### config.mk
export PLATFORM = sky130hd
export DESIGN_NAME = dvrf_top
export DESIGN_NICKNAME = d
export VERILOG_FILES = /design/src/rtl/dvrf_pkg.sv /design/src/rtl/dvrf_wr_decode.sv /design/src/rtl/dvrf_lane_bank.sv /design/src/rtl/dvrf_rd_port.sv /design/src/rtl/dvrf_top.sv
export SDC_FILE = /design/constraint.sdc
export NUM_CORES = 2
export LEC_CHECK = 0
export BUFFER_PORTS_ARGS = -buffer_cell sky130_fd_sc_hd__buf_2
export CAP_MARGIN = 0
export CORE_ASPECT_RATIO = 1.5
export CORE_MARGIN = 3
export CORE_UTILIZATION = 25
export CTS_CLUSTER_DIAMETER = 120
export DETAILED_ROUTE_END_ITERATION = 12
export SYNTH_ARGS = -nofsm -noshare
export SYNTH_HDL_FRONTEND = slang
export SYNTH_HIERARCHICAL = 1
export SYNTH_SLANG_ARGS = --single-unit
### constraint.sdc
create_clock -name clk -period 4.4 [get_ports clk]
set_input_delay 0.66 -clock clk [delete_from_list [all_inputs] [get_ports clk]]
set_output_delay 0.66 -clock clk [all_outputs]
set_load 0.01 [all_outputs]
### src/rtl/dvrf_pkg.sv
// Package dvrf_pkg
// Holds the shared precision encoding and the lane count used by every
// module of the dual-view register file.
package dvrf_pkg;
    typedef enum logic [0:0] {
        PREC_FULL = 1'b0,
        PREC_HALF = 1'b1
    } prec_t;

    localparam int LANES = 2;
endpackage

### src/rtl/dvrf_wr_decode.sv
// Module dvrf_wr_decode
// Turns one write request into a row index, per-lane write enables and
// per-lane write data. A wide write enables both 16-bit lanes. A narrow
// write enables the single lane picked by the top address bit and feeds
// the low data half to that lane.
// Assumes FULL_W = 2*HALF_W and an address one bit wider than the row index.
module dvrf_wr_decode
    import dvrf_pkg::*;
#(
    parameter int FULL_W = 32,
    parameter int NREG   = 32,
    localparam int HALF_W = FULL_W / 2,
    localparam int RW     = $clog2(NREG),
    localparam int AW     = RW + 1
) (
    input  logic                            clk,
    input  logic                            rst_n,
    input  logic                            wr_en,
    input  logic                            wr_prec,
    input  logic [AW-1:0]                   wr_addr,
    input  logic [FULL_W-1:0]               wr_data,
    output logic [RW-1:0]                   wr_row,
    output logic [LANES-1:0]                lane_we,
    output logic [LANES-1:0][HALF_W-1:0]    lane_wdata
);
    // Row index is common to both views.
    assign wr_row = wr_addr[RW-1:0];

    // Lane enables: both lanes for wide, one lane for narrow.
    always_comb begin
        if (!wr_en) begin
            lane_we = '0;
        end else if (wr_prec == PREC_HALF) begin
            lane_we = wr_addr[RW] ? 2'b10 : 2'b01;
        end else begin
            lane_we = 2'b11;
        end
    end

    // Lane data: a narrow write always supplies its low data half.
    always_comb begin
        lane_wdata[0] = wr_data[HALF_W-1:0];
        if (wr_prec == PREC_HALF) begin
            lane_wdata[1] = wr_data[HALF_W-1:0];
        end else begin
            lane_wdata[1] = wr_data[FULL_W-1:HALF_W];
        end
    end

    // a narrow write touches exactly the lane named by the top address bit.
    a_r3_half_single_lane: assert property (@(posedge clk) disable iff (!rst_n)
        (wr_en && wr_prec == PREC_HALF) |-> ($onehot(lane_we) && (lane_we[1] == wr_addr[RW])));

    // a wide write enables both lanes, whatever address bit 5 holds.
    a_r2_full_both_lanes: assert property (@(posedge clk) disable iff (!rst_n)
        (wr_en && wr_prec == PREC_FULL) |-> (lane_we == 2'b11));

    // no lane is enabled without wr_en.
    a_r9_no_enable_idle: assert property (@(posedge clk) disable iff (!rst_n)
        !wr_en |-> (lane_we == '0));
endmodule

### src/rtl/dvrf_lane_bank.sv
// Module dvrf_lane_bank
// Storage for one 16-bit lane across all rows. It has one synchronous write
// port and NRD combinational read ports. A synchronous active-low reset
// clears the lane. Because reads are combinational, a read in the same
// cycle as a write returns the old value.
module dvrf_lane_bank #(
    parameter int HALF_W = 16,
    parameter int NREG   = 32,
    parameter int NRD    = 2,
    localparam int RW    = $clog2(NREG)
) (
    input  logic                         clk,
    input  logic                         rst_n,
    input  logic                         we,
    input  logic [RW-1:0]                wrow,
    input  logic [HALF_W-1:0]            wdata,
    input  logic [NRD-1:0][RW-1:0]       rd_row,
    output logic [NRD-1:0][HALF_W-1:0]   rd_q
);
    logic [NREG-1:0][HALF_W-1:0] mem_q;

    // Storage update: clear on reset, otherwise write the enabled row.
    always_ff @(posedge clk) begin
        if (!rst_n) begin
            mem_q <= '0;
        end else if (we) begin
            mem_q[wrow] <= wdata;
        end
    end

    // One combinational read mux per read port.
    for (genvar p = 0; p < NRD; p++) begin : g_rd
        assign rd_q[p] = mem_q[rd_row[p]];
    end

    // an enabled write lands in its row in the next cycle.
    a_r4_write_lands: assert property (@(posedge clk) disable iff (!rst_n)
        we |=> (mem_q[$past(wrow)] == $past(wdata)));

    // with the lane disabled, its storage holds.
    a_r9_lane_holds: assert property (@(posedge clk) disable iff (!rst_n)
        !we |=> $stable(mem_q));

    // the cycle after reset, the lane is all zero.
    a_r1_cleared: assert property (@(posedge clk)
        (!rst_n && $past(!rst_n)) |-> (mem_q == '0));
endmodule

### src/rtl/dvrf_rd_port.sv
// Module dvrf_rd_port
// Assembles one read port's result from the two lane outputs of its row.
// Wide: {high lane, low lane}. Narrow: the lane picked by the top address
// bit, zero-extended. Purely combinational.
module dvrf_rd_port
    import dvrf_pkg::*;
#(
    parameter int FULL_W = 32,
    parameter int NREG   = 32,
    localparam int HALF_W = FULL_W / 2,
    localparam int RW     = $clog2(NREG),
    localparam int AW     = RW + 1
) (
    input  logic                clk,
    input  logic                rst_n,
    input  logic                prec,
    input  logic [AW-1:0]       addr,
    input  logic [HALF_W-1:0]   lo_q,
    input  logic [HALF_W-1:0]   hi_q,
    output logic [FULL_W-1:0]   rdata
);
    // Result formatting by precision.
    always_comb begin
        if (prec == PREC_HALF) begin
            rdata = {{HALF_W{1'b0}}, (addr[RW] ? hi_q : lo_q)};
        end else begin
            rdata = {hi_q, lo_q};
        end
    end

    // a narrow result never carries bits in the upper half.
    a_r6_half_upper_zero: assert property (@(posedge clk) disable iff (!rst_n)
        (prec == PREC_HALF) |-> (rdata[FULL_W-1:HALF_W] == '0));
endmodule

### src/rtl/dvrf_top.sv
// Module dvrf_top
// Dual-view register file: NREG wide words, which also appear as 2*NREG
// narrow elements. It has one write port and two read ports, each with
// its own precision select. The storage is split into two lane banks
// (low and high halves). The narrow view maps element n to lane n/NREG
// of row n%NREG.
// Assumes NREG is a power of two and FULL_W is even.
module dvrf_top
    import dvrf_pkg::*;
#(
    parameter int FULL_W = 32,
    parameter int NREG   = 32,
    localparam int HALF_W = FULL_W / 2,
    localparam int RW     = $clog2(NREG),
    localparam int AW     = RW + 1,
    localparam int NRD    = 2
) (
    input  logic              clk,
    input  logic              rst_n,
    input  logic              wr_en,
    input  logic              wr_prec,
    input  logic [AW-1:0]     wr_addr,
    input  logic [FULL_W-1:0] wr_data,
    input  logic              rd0_prec,
    input  logic [AW-1:0]     rd0_addr,
    output logic [FULL_W-1:0] rd0_data,
    input  logic              rd1_prec,
    input  logic [AW-1:0]     rd1_addr,
    output logic [FULL_W-1:0] rd1_data
);
    logic [RW-1:0]                        wr_row;
    logic [LANES-1:0]                     lane_we;
    logic [LANES-1:0][HALF_W-1:0]         lane_wdata;
    logic [NRD-1:0]                       rd_prec;
    logic [NRD-1:0][AW-1:0]               rd_addr;
    logic [NRD-1:0][RW-1:0]               rd_row;
    logic [LANES-1:0][NRD-1:0][HALF_W-1:0] lane_rq;
    logic [NRD-1:0][FULL_W-1:0]           rd_data;

    // Gather the read-port inputs into arrays.
    assign rd_prec = {rd1_prec, rd0_prec};
    assign rd_addr = {rd1_addr, rd0_addr};
    assign rd0_data = rd_data[0];
    assign rd1_data = rd_data[1];

    dvrf_wr_decode #(.FULL_W(FULL_W), .NREG(NREG)) u_dec (
        .clk        (clk),
        .rst_n      (rst_n),
        .wr_en      (wr_en),
        .wr_prec    (wr_prec),
        .wr_addr    (wr_addr),
        .wr_data    (wr_data),
        .wr_row     (wr_row),
        .lane_we    (lane_we),
        .lane_wdata (lane_wdata)
    );

    // The row index of every read port is shared by both lanes.
    for (genvar p = 0; p < NRD; p++) begin : g_row
        assign rd_row[p] = rd_addr[p][RW-1:0];
    end

    // One bank per 16-bit lane.
    for (genvar l = 0; l < LANES; l++) begin : g_lane
        dvrf_lane_bank #(.HALF_W(HALF_W), .NREG(NREG), .NRD(NRD)) u_bank (
            .clk    (clk),
            .rst_n  (rst_n),
            .we     (lane_we[l]),
            .wrow   (wr_row),
            .wdata  (lane_wdata[l]),
            .rd_row (rd_row),
            .rd_q   (lane_rq[l])
        );
    end

    // One formatter per read port.
    for (genvar p = 0; p < NRD; p++) begin : g_rdp
        dvrf_rd_port #(.FULL_W(FULL_W), .NREG(NREG)) u_rdp (
            .clk   (clk),
            .rst_n (rst_n),
            .prec  (rd_prec[p]),
            .addr  (rd_addr[p]),
            .lo_q  (lane_rq[0][p]),
            .hi_q  (lane_rq[1][p]),
            .rdata (rd_data[p])
        );
    end

    // a narrow high-half write is seen by a wide read of the aliased word next cycle.
    a_r5_alias_high_visible: assert property (@(posedge clk) disable iff (!rst_n)
        ($past(rst_n) && $past(wr_en && wr_prec == PREC_HALF && wr_addr[RW])
         && rd0_prec == PREC_FULL && rd0_addr[RW-1:0] == $past(wr_addr[RW-1:0]))
        |-> (rd0_data[FULL_W-1:HALF_W] == $past(wr_data[HALF_W-1:0])));

    // a wide write reads back on port 1 as the narrow low element next cycle.
    a_r10_full_to_half: assert property (@(posedge clk) disable iff (!rst_n)
        ($past(rst_n) && $past(wr_en && wr_prec == PREC_FULL)
         && rd1_prec == PREC_HALF && !rd1_addr[RW] && rd1_addr[RW-1:0] == $past(wr_addr[RW-1:0]))
        |-> (rd1_data == {{HALF_W{1'b0}}, $past(wr_data[HALF_W-1:0])}));
endmodule

==> impl_metrics.toml <==
[cells_and_area]
areaGrowthSynthToFinish_pct = 12.5
largest_reg_flops = 1024
top_regs = "g_lane.u_bank/mem_q x1024"
final_util = 0.283
largest-register = "g_lane.u_bank/mem_q"
drive_gt1_frac = 0.0989
final_nets = 6823
multi_input_area_um2 = 34300
n_fill_cell = 24314
ff_latch_area_um2 = 20500

[route]
dr.pass1.iters = 7
wl_mm = 243
vias = 52260
ant_nets = 0
wl_per_cell_um = 24.5
initialDrtViolationCount = 5522
drc = 0
vias_per_cell = 5.28

[synthesis]
synthArstFlopShare = 0
seq_area_frac_synth = 0.355
yosys.area.top_type = "dfxtp_1"
yosysMostFrequentCell = "nand2_1"
synth-edff-count = 0
synthTopCellsByArea = "dfxtp_1 (35%), mux2i_1 (19%), nand2_1 (14%), a21boi_0 (8.0%), a21boi_1 (4.5%)"
synth_top_cell_area_share = 0.355
ys_ff_latch = 1024
synth_nets = 7004
synth_cell_type_count = 44
synth_cells = 6948
synth-main-ff-cell = "dfxtp_1"
synth_common_cells = "nand2_1 (2106), mux2i_1 (1088), dfxtp_1 (1024), a21boi_0 (612), clkbuf_1 (368)"
syn_avg_cell_area_um2 = 8.31
yosys_warnings = 6
syn-cell-area_um2 = 57800

[clock_network]
cts_root_buf = "clkbuf_16"
cts_resized = 0
holdBufCountCts = 0
numCtsBuffers = 103
cts.sinks = 1024
clkLatencyLatePin_ns = 0.74
cts_setup_buffers = 0
cts_tree = "done"
htreeDepth = 3
cts.path.max_buffers = 3
clk_pin_slew_ns = 0.06

[global_routing]
antenna_found_initial = 21
grt_max_degree = 161
grt_pass1_wl_mm = 347
grt_pass1_vias = 50419
grtUsageTotal = 0.196
grt_overflow = 0

[worst_setup_path]
crit_required_ns = 3.74
worst_setup_path_end_kind = "output pin"
critPathArrivalTime_ns = 3.54
path_class = "input pin to output pin"
path_max_fanout = 39
startpoint_type = "input pin"

[placement]
place_congestion = 0.947
pre_cts_slack_ns = 0.316
hpwl_mm = 164
port_buffers = 119

[timing]
finalSetupViolations = 0
timing.final.ws_setup_ns = 0.202
fin_crit_sh = 0.954
hold_viol = 0
max-slew-margin-rel = 0.0624
worstMarginPinSlew_ns = 1.41
fin_crit_ns = 4.20
fmax_mhz = 238
finalMaxSlewViolations = 0
tns_ns = 0
rsz0062_at_grt = "false"
clock_skew_ns = 0
holdWs_ns = 0.461

[pwr]
p_leak_nw = 23.5
ir_drop_uv = 358
p_per_area_nw_per_um2 = 327
power.total_mw = 21.2

[floorplanning]
start_util = 0.252
die_h_um = 595
coreArea_um2 = 229000
ios = 120
fp.dieW_um = 398
rows = 215
dieArea_um2 = 237000

[run_status]
status = "complete, no violations"

[run]
maxCapViolCount = 0

[hold_path]
hold_path.class = "input pin to register"
==> cell usage in the layout (no fill, tap or decap), types with 5 or more instances in the layout <==
cell and instances:
a21boi_0 611, a21boi_1 351, a21oi_1 128, a22o_1 128, a22oi_1 256, a31oi_1 64
and2b_1 12, and3b_1 6, buf_12 49, buf_2 116, buf_4 187, bufinv_16 5
clkbuf_1 26, clkbuf_16 104, clkbuf_8 22, clkinv_2 17, dfxtp_1 1024, diode_2 6
mux2_2 20, mux2_4 28, mux2i_1 1088, nand2_1 2106, nand2_2 8, nand2b_1 8
nand3_1 128, nand4_1 64, nor2_1 7, nor2_2 23, nor2_4 24, nor2_8 20
nor2b_1 84, nor2b_4 8, nor3_1 66
==> kinds of logic (layout without fill, tap and decap cells) <==
| family | Yosys count | count (layout) | synth area share |
|---|---|---|---|
| muxes | 1136 | 1136 | 0.200 |
| DFF | 1024 | 1024 | 0.355 |
| buffers and inverters | 642 | 540 | 0.0530 |
| other | 0 | 6 | 0 |
| and+or+nand+nor | 2608 | 2608 | 0.197 |
| AOI/OAI and AO/OA | 1538 | 1538 | 0.196 |
==> worst paths after layout <==
path | from | to | slack, ns | cells past startpoint
worst max-delay path | rd0_addr[2] | rd0_data[15] | 0.20 | 9
worst min-delay path | rst_n | g_lane[0].u_bank/mem_q[66]$_SDFFE_PN0P_ | 0.46 | 2
worst max register to register | g_lane[0].u_bank/mem_q[350]$_SDFFE_PN0P_ | g_lane[0].u_bank/mem_q[350]$_SDFFE_PN0P_ | 3.66 | 2
worst min register to register | g_lane[0].u_bank/mem_q[326]$_SDFFE_PN0P_ | g_lane[0].u_bank/mem_q[326]$_SDFFE_PN0P_ | 0.47 | 2
==> cell type report <==
class                           count  share of cell area
Multi-Input combinational cell   5282               0.528
Sequential cell                  1024               0.316
Tap cell                         3038              0.0585
Timing Repair Buffer              355              0.0463
Clock buffer                      152              0.0462
Clock inverter                     32             0.00501
Antenna cell                        6            0.000231
Inverter                            1           0.0000578
==> power breakdown <==
part / internal, mW / switching [mW]
logic: 0.930 / 1.97
registers: 9.33 / 0.0431
clock network: 5.00 / 3.97
==> worst max-delay path: stages <==
cell	delay, ns
buf_2	0.35
nor2b_4	0.28
buf_12	0.27
buf_4	0.46
a21oi_1	0.13
nand3_1	0.23
nand3_1	0.49
mux2_4	0.46
buf_2	0.14
==> layer usage <==
layer  vias up  global-route usage  routed length, um
li1      23576                   -                  -
met1     25269               0.228              91200
met2      2628               0.306             107000
met3       783              0.0426              20500
met4         4               0.165              23800
met5         -            0.000205                 27
==> metrics by stage <==
step | instances | cell area (um2)
floorplan | 6948 | 57800
CTS | 9884 | 64900
detailed placement | 9700 | 61600
global placement | 9700 | 61600
global route | 9885 | 65000
finish | 9890 | 65000
Power figures use the tool's default switching activity.
